--- config.mk ---
export PLATFORM = sky130hd
export DESIGN_NAME = seg_agu
export DESIGN_NICKNAME = d
export VERILOG_FILES = /design/src/rtl/seg_agu_pkg.sv /design/src/rtl/seg_agu_regfile.sv /design/src/rtl/seg_agu_select.sv /design/src/rtl/seg_agu_addr.sv /design/src/rtl/seg_agu.sv
export SDC_FILE = /design/constraint.sdc
export NUM_CORES = 1
export LEC_CHECK = 0
export ABC_AREA = 1
export BUFFER_PORTS_ARGS = -buffer_cell sky130_fd_sc_hd__buf_2
export CORE_MARGIN = 3
export CORE_UTILIZATION = 35
export DETAILED_ROUTE_END_ITERATION = 10
export PLACE_DENSITY = 0.58
export SETUP_SLACK_MARGIN = 0.2
export SLEW_MARGIN = 10
export SYNTH_ARGS = -nofsm -noshare
export SYNTH_HDL_FRONTEND = slang
export SYNTH_SLANG_ARGS = --single-unit
--- constraint.sdc ---
create_clock -name clk -period 3.6 [get_ports clk]
set_input_delay 0.9 -clock clk [delete_from_list [all_inputs] [get_ports clk]]
set_output_delay 0.9 -clock clk [all_outputs]
set_load 0.1 [all_outputs]
--- src/rtl/seg_agu_pkg.sv ---
package seg_agu_pkg;

  // Segment index encoding, shared by override, write port and output
  typedef enum logic [1:0] {
    SEG_EXTRA = 2'd0,
    SEG_CODE  = 2'd1,
    SEG_STACK = 2'd2,
    SEG_DATA  = 2'd3
  } seg_id_t;

  // Access kinds
  localparam logic [1:0] KIND_FETCH  = 2'd0;
  localparam logic [1:0] KIND_OPER   = 2'd1;
  localparam logic [1:0] KIND_STRDST = 2'd2;
  localparam logic [1:0] KIND_OPER2  = 2'd3;

  // Base register codes that default to the stack segment
  localparam logic [2:0] BASE_SP = 3'd3;
  localparam logic [2:0] BASE_BP = 3'd4;

endpackage

--- src/rtl/seg_agu_regfile.sv ---
module seg_agu_regfile #(
  parameter int SEG_W    = 16,
  parameter int NUM_SEG  = 4,
  parameter logic [SEG_W-1:0] CODE_RST = '1,
  localparam int SEL_W   = $clog2(NUM_SEG)
) (
  input  logic                           clk,
  input  logic                           rst_n,
  input  logic                           wr_en,
  input  logic [SEL_W-1:0]               wr_sel,
  input  logic [SEG_W-1:0]               wr_data,
  input  logic                           far_ld,
  input  logic [SEG_W-1:0]               far_data,
  output logic [NUM_SEG-1:0][SEG_W-1:0]  seg_vals
);
  import seg_agu_pkg::*;

  for (genvar g = 0; g < NUM_SEG; g++) begin : g_seg
    logic [SEG_W-1:0] base_q;
    if (g == int'(SEG_CODE)) begin : g_code
      // code base: far-transfer strobe is its only writer
      always_ff @(posedge clk) begin
        if (!rst_n)      base_q <= CODE_RST;
        else if (far_ld) base_q <= far_data;
      end
    end else begin : g_plain
      always_ff @(posedge clk) begin
        if (!rst_n)                                  base_q <= '0;
        else if (wr_en && wr_sel == SEL_W'(g))       base_q <= wr_data;
      end
    end
    assign seg_vals[g] = base_q;
  end

endmodule

--- src/rtl/seg_agu_select.sv ---
module seg_agu_select (
  input  logic [1:0] acc_kind,
  input  logic [2:0] base_sel,
  input  logic       ovr_valid,
  input  logic [1:0] ovr_seg,
  output logic [1:0] seg_idx,
  output logic       ovr_applied
);
  import seg_agu_pkg::*;

  logic is_oper;
  assign is_oper     = (acc_kind == KIND_OPER) || (acc_kind == KIND_OPER2);
  assign ovr_applied = is_oper && ovr_valid;

  always_comb begin
    unique case (acc_kind)
      KIND_FETCH:  seg_idx = SEG_CODE;
      KIND_STRDST: seg_idx = SEG_EXTRA;
      default: begin
        if (ovr_valid)
          seg_idx = ovr_seg;
        else if (base_sel == BASE_SP || base_sel == BASE_BP)
          seg_idx = SEG_STACK;
        else
          seg_idx = SEG_DATA;
      end
    endcase
  end

endmodule

--- src/rtl/seg_agu_addr.sv ---
module seg_agu_addr #(
  parameter int SEG_W     = 16,
  parameter int OFF_W     = 16,
  parameter int SEG_SHIFT = 4,
  localparam int PA_W     = SEG_W + SEG_SHIFT
) (
  input  logic [SEG_W-1:0] base,
  input  logic [OFF_W-1:0] offset,
  output logic [PA_W-1:0]  phys
);

  // shifted base plus zero-extended offset, carry out of the top dropped
  function automatic logic [PA_W-1:0] phys_of(input logic [SEG_W-1:0] b,
                                              input logic [OFF_W-1:0] o);
    logic [PA_W-1:0] shifted;
    logic [PA_W-1:0] ext;
    shifted = {b, {SEG_SHIFT{1'b0}}};
    ext     = PA_W'(o);
    return shifted + ext;
  endfunction

  assign phys = phys_of(base, offset);

endmodule

--- src/rtl/seg_agu.sv ---
module seg_agu #(
  parameter int SEG_W     = 16,
  parameter int OFF_W     = 16,
  parameter int SEG_SHIFT = 4,
  parameter int NUM_SEG   = 4,
  parameter logic [SEG_W-1:0] CODE_RST = '1,
  localparam int PA_W     = SEG_W + SEG_SHIFT,
  localparam int SEL_W    = $clog2(NUM_SEG)
) (
  input  logic              clk,
  input  logic              rst_n,
  input  logic              req_valid,
  input  logic [1:0]        acc_kind,
  input  logic [2:0]        base_sel,
  input  logic [OFF_W-1:0]  offset,
  input  logic              ovr_valid,
  input  logic [SEL_W-1:0]  ovr_seg,
  input  logic              wr_en,
  input  logic [SEL_W-1:0]  wr_sel,
  input  logic [SEG_W-1:0]  wr_data,
  input  logic              far_ld,
  input  logic [SEG_W-1:0]  far_cs,
  output logic              addr_valid,
  output logic [PA_W-1:0]   phys_addr,
  output logic [SEL_W-1:0]  seg_idx
);
  import seg_agu_pkg::*;

  logic [NUM_SEG-1:0][SEG_W-1:0] seg_vals;
  logic [SEL_W-1:0]              sel_idx_w;
  logic [SEG_W-1:0]              sel_base_w;
  logic [PA_W-1:0]               pa_w;

  // named internal events for the checker
  logic             ovr_applied_w;
  logic             far_event_w;
  logic [SEG_W-1:0] code_seg_w;

  assign far_event_w = far_ld;
  assign code_seg_w  = seg_vals[SEG_CODE];

  seg_agu_regfile #(
    .SEG_W(SEG_W), .NUM_SEG(NUM_SEG), .CODE_RST(CODE_RST)
  ) regs_i (
    .clk(clk), .rst_n(rst_n),
    .wr_en(wr_en), .wr_sel(wr_sel), .wr_data(wr_data),
    .far_ld(far_ld), .far_data(far_cs),
    .seg_vals(seg_vals)
  );

  seg_agu_select sel_i (
    .acc_kind(acc_kind), .base_sel(base_sel),
    .ovr_valid(ovr_valid), .ovr_seg(ovr_seg),
    .seg_idx(sel_idx_w), .ovr_applied(ovr_applied_w)
  );

  assign sel_base_w = seg_vals[sel_idx_w];

  seg_agu_addr #(
    .SEG_W(SEG_W), .OFF_W(OFF_W), .SEG_SHIFT(SEG_SHIFT)
  ) addr_i (
    .base(sel_base_w), .offset(offset), .phys(pa_w)
  );

  always_ff @(posedge clk) begin
    if (!rst_n) begin
      addr_valid <= 1'b0;
      phys_addr  <= '0;
      seg_idx    <= '0;
    end else begin
      addr_valid <= req_valid;
      if (req_valid) begin
        phys_addr <= pa_w;
        seg_idx   <= sel_idx_w;
      end
    end
  end

endmodule

==> metrics.yaml <==
power:
  ir_drop_v: 0.000210
  leakagePower_nw: 2.55
  power_mw: 2.84
  powerDensity_nw_per_um2: 537
sta:
  hold_viol: 0
  setup_ws_ps: 331
  finClkSkew_ps: 6.86
  slew_headroom: 0.590
  whs_ps: 449
  finalCritPeriodShare: 0.908
  rsz0062_at_grt: "false"
  final_max_slew_viol_count: 0
  finalSetupViolCount: 0
  finalCriticalPeriod_ps: 3270
  fmax_ghz: 0.306
  worst_pin_slew_ps: 614
clocking:
  cts_buffers: 9
  path_clk_slew_ps: 70
  clk_latency_ps: 340
  clk_root_buffer_cell: "clkbuf_16"
  cts_num_sinks: 87
  cts_tree: "built"
  cts_htree_levels: 3
  cts_buffer_depth: 2
floorplanning:
  die_h_um: 116
  ios: 86
  die_w_um: 116
  start_util: 0.365
  die_area_um2: 13500
  num_rows: 39
  coreArea_um2: 11600
job:
  max_cap_viol_count: 0
synth:
  synth_cells: 604
  syn_area_um2: 4240
  synth-main-ff-cell: "dfxtp_1"
  ys_top_cells_by_count: "106 x nor2_1, 103 x o21ai_0, 87 x dfxtp_1"
  synth_compound_area_frac: 0.196
  yosys.area.top_type_share: 0.411
  synth-adder-area-share: 0.0431
  yosysMostFrequentCell: "nor2_1"
  synth_edf_count: 0
  synth_nets: 681
  synth_cell_types: 32
  ys_ff_latch: 87
  ys_async_sr_fraction: 0
  yosys.area.top_type: "dfxtp_1"
  synth_top_family_by_area: "simple AND/OR/NAND/NOR gates"
  synth-seq-area-share: 0.411
  muxShareOfSynthArea: 0
  synth_simple_gate_area_frac: 0.243
  synth.avg_cell_area_um2: 7.01
  synth_area_leaders: "dfxtp_1 41%, o21ai_0 12%, nor2_1 9.4%"
  synth_xor_area_frac: 0.0186
  ys_warn_count: 0
worst_setup_path:
  crit_fanout: 8
  worstSetupEndpointType: "register"
  startpoint_type: "input pin"
  critical_path.top_delay_family: "compound AO/OA/AOI/OAI gates"
  path_common_cell: "nand2_1"
  crit_chain: "buf_2 -> nor2_1 -> nand2_1 -> nand2_1 -> nand2_2 -> nand2_4 -> nand2_8 -> clkinvlp_4 -> o21ai_0 -> o21ai_0 -> ha_1 -> a21oi_1 -> o21ai_2 -> nand2_1 -> nand3_1 -> a21oi_2 -> buf_4 -> nor2_1 -> nand2_1 -> nand3_1 -> nand2_1 -> inv_1"
  cp_num_buf_inv: 4
  cp_data_required_time_ps: 3840
  r2r_slack_ps: 1260
  path_class: "input pin to register"
  cpMaxStageDelayCell: "ha_1"
  cp_slowest_stage_delay_ps: 370
  critPathArrivalTime_ps: 3510
placed_design:
  dp.cells: 819
  gp_congestion: 0.851
  place_ws_ps: -144
  io_buffer_count: 85
  dp_hpwl_mm: 8.40
final_layout:
  insertedDiodeCount: 0
  finalNonFillerCells: 841
  regArea_um2: 1740
  drive_above_1_share: 0.216
  multi_input_area_um2: 2170
  area_growth_pct: 25.0
  finalNetCount: 770
  finish.utilization: 0.456
  fill_cells: 1197
route:
  first_iter_violations: 310
  dr_total_vias: 4153
  firstDrtPassIters: 5
  final_antenna_net_count: 0
  totalWireLength_mm: 12.1
  remaining_drc_errors: 0
  avgRoutedWirePerCell_um: 14.3
  viasPerCell: 4.94
grt:
  grt_start_max_net_pins: 62
  grt.total_usage: 0.179
  grt_pass1_vias: 3804
  grt_overflow_total: 0
  grt_pass1_wl_mm: 18.9
  antenna_found_initial: 0
min_path:
  min_path_type: "register to register"
run_status:
  status: "finished clean"
## flip-flops by register name (all words and copies together) (netlist names)
name / flops
addr_valid: 1
phys_addr: 20
regs_i.g_seg.base_q: 64
seg_idx: 2
## power by group
part	total, mW	internal [mW]	leakage, nW	switching, mW
clock network	1.01	0.627	0.156	0.387
logic	0.767	0.237	1.68	0.530
registers	1.06	1.03	0.718	0.0312
total	2.84	1.90	2.55	0.948
## placed cells by master, fill, tap and decap left out, types with 3 or more instances in the layout
cell type,Yosys,layout
nand2_2,5,7
buf_2,4,85
buf_4,0,21
o21ai_1,5,6
ha_1,13,13
o21ai_0,103,100
inv_1,53,52
xor2_1,7,7
nand2_1,84,82
a21oi_2,0,3
nor2_1,106,105
dfxtp_1,87,87
a21oi_1,44,41
nand3_2,3,5
nand3_1,39,37
clkbuf_16,0,10
## worst paths after layout
check,startpoint,to,depth (start not counted)
worst min-delay path,regs_i.g_seg[1].base_q[2]$_SDFFE_PN1P_,regs_i.g_seg[1].base_q[2]$_SDFFE_PN1P_,2
worst max-delay path,base_sel[0],phys_addr[18]$_SDFFE_PN0P_,22
worst max register to register,regs_i.g_seg[1].base_q[5]$_SDFFE_PN1P_,phys_addr[18]$_SDFFE_PN0P_,14
worst min register to register,regs_i.g_seg[1].base_q[2]$_SDFFE_PN1P_,regs_i.g_seg[1].base_q[2]$_SDFFE_PN1P_,2
## worst register-to-register path, delay by kind of cell (launching register included)
kind                     cells  cell delay (ps)
AO/OA/AOI/OAI                5              960
AND/OR/NAND/NOR              6              400
buffers and inverters        2              190
flip-flops                   1              330
adder cells (fa/ha/maj)      1              370
## stage by stage
stage / instance area, um^2 / setup TNS (ps)
6_report: 5300 / 0
4_1_cts: 5180 / 0
5_1_grt: 5300 / 0
3_3_place_gp: 4850 / -550
2_1_floorplan: 4240 / 0
3_5_place_dp: 4850 / -684
## logic make-up after synthesis
kind of cell / count (synthesis)
AOI/OAI and AO/OA: 161
xor gates and xnor gates: 9
adders and majority gates: 14
buffers and inverters: 89
DFF: 87
and+or+nand+nor: 244
## cell type report
type / instances / share of cell area
clock buffer: 11 / 0.0458
inverter: 57 / 0.0411
clock inverter: 5 / 0.0154
multi-input combinational: 428 / 0.410
sequential: 87 / 0.329
tap: 143 / 0.0338
timing repair buffer: 110 / 0.125
## per-layer routing
metal	GRT usage	wire length (um)
met4	0.0596	194
met1	0.259	5940
met2	0.272	5340
met5	0	0
met3	0.0272	598
## timing repair
item                                    in CTS  in global routing
gates cloned                                 0                  1
buffers inserted                             0                  5
hold buffers                                 0                  0
endpoints found under the setup margin       3                  7
gates resized for setup                      2                 15
pin swaps                                    0                  8
Note: power is estimated with default switching activity, not from simulation.
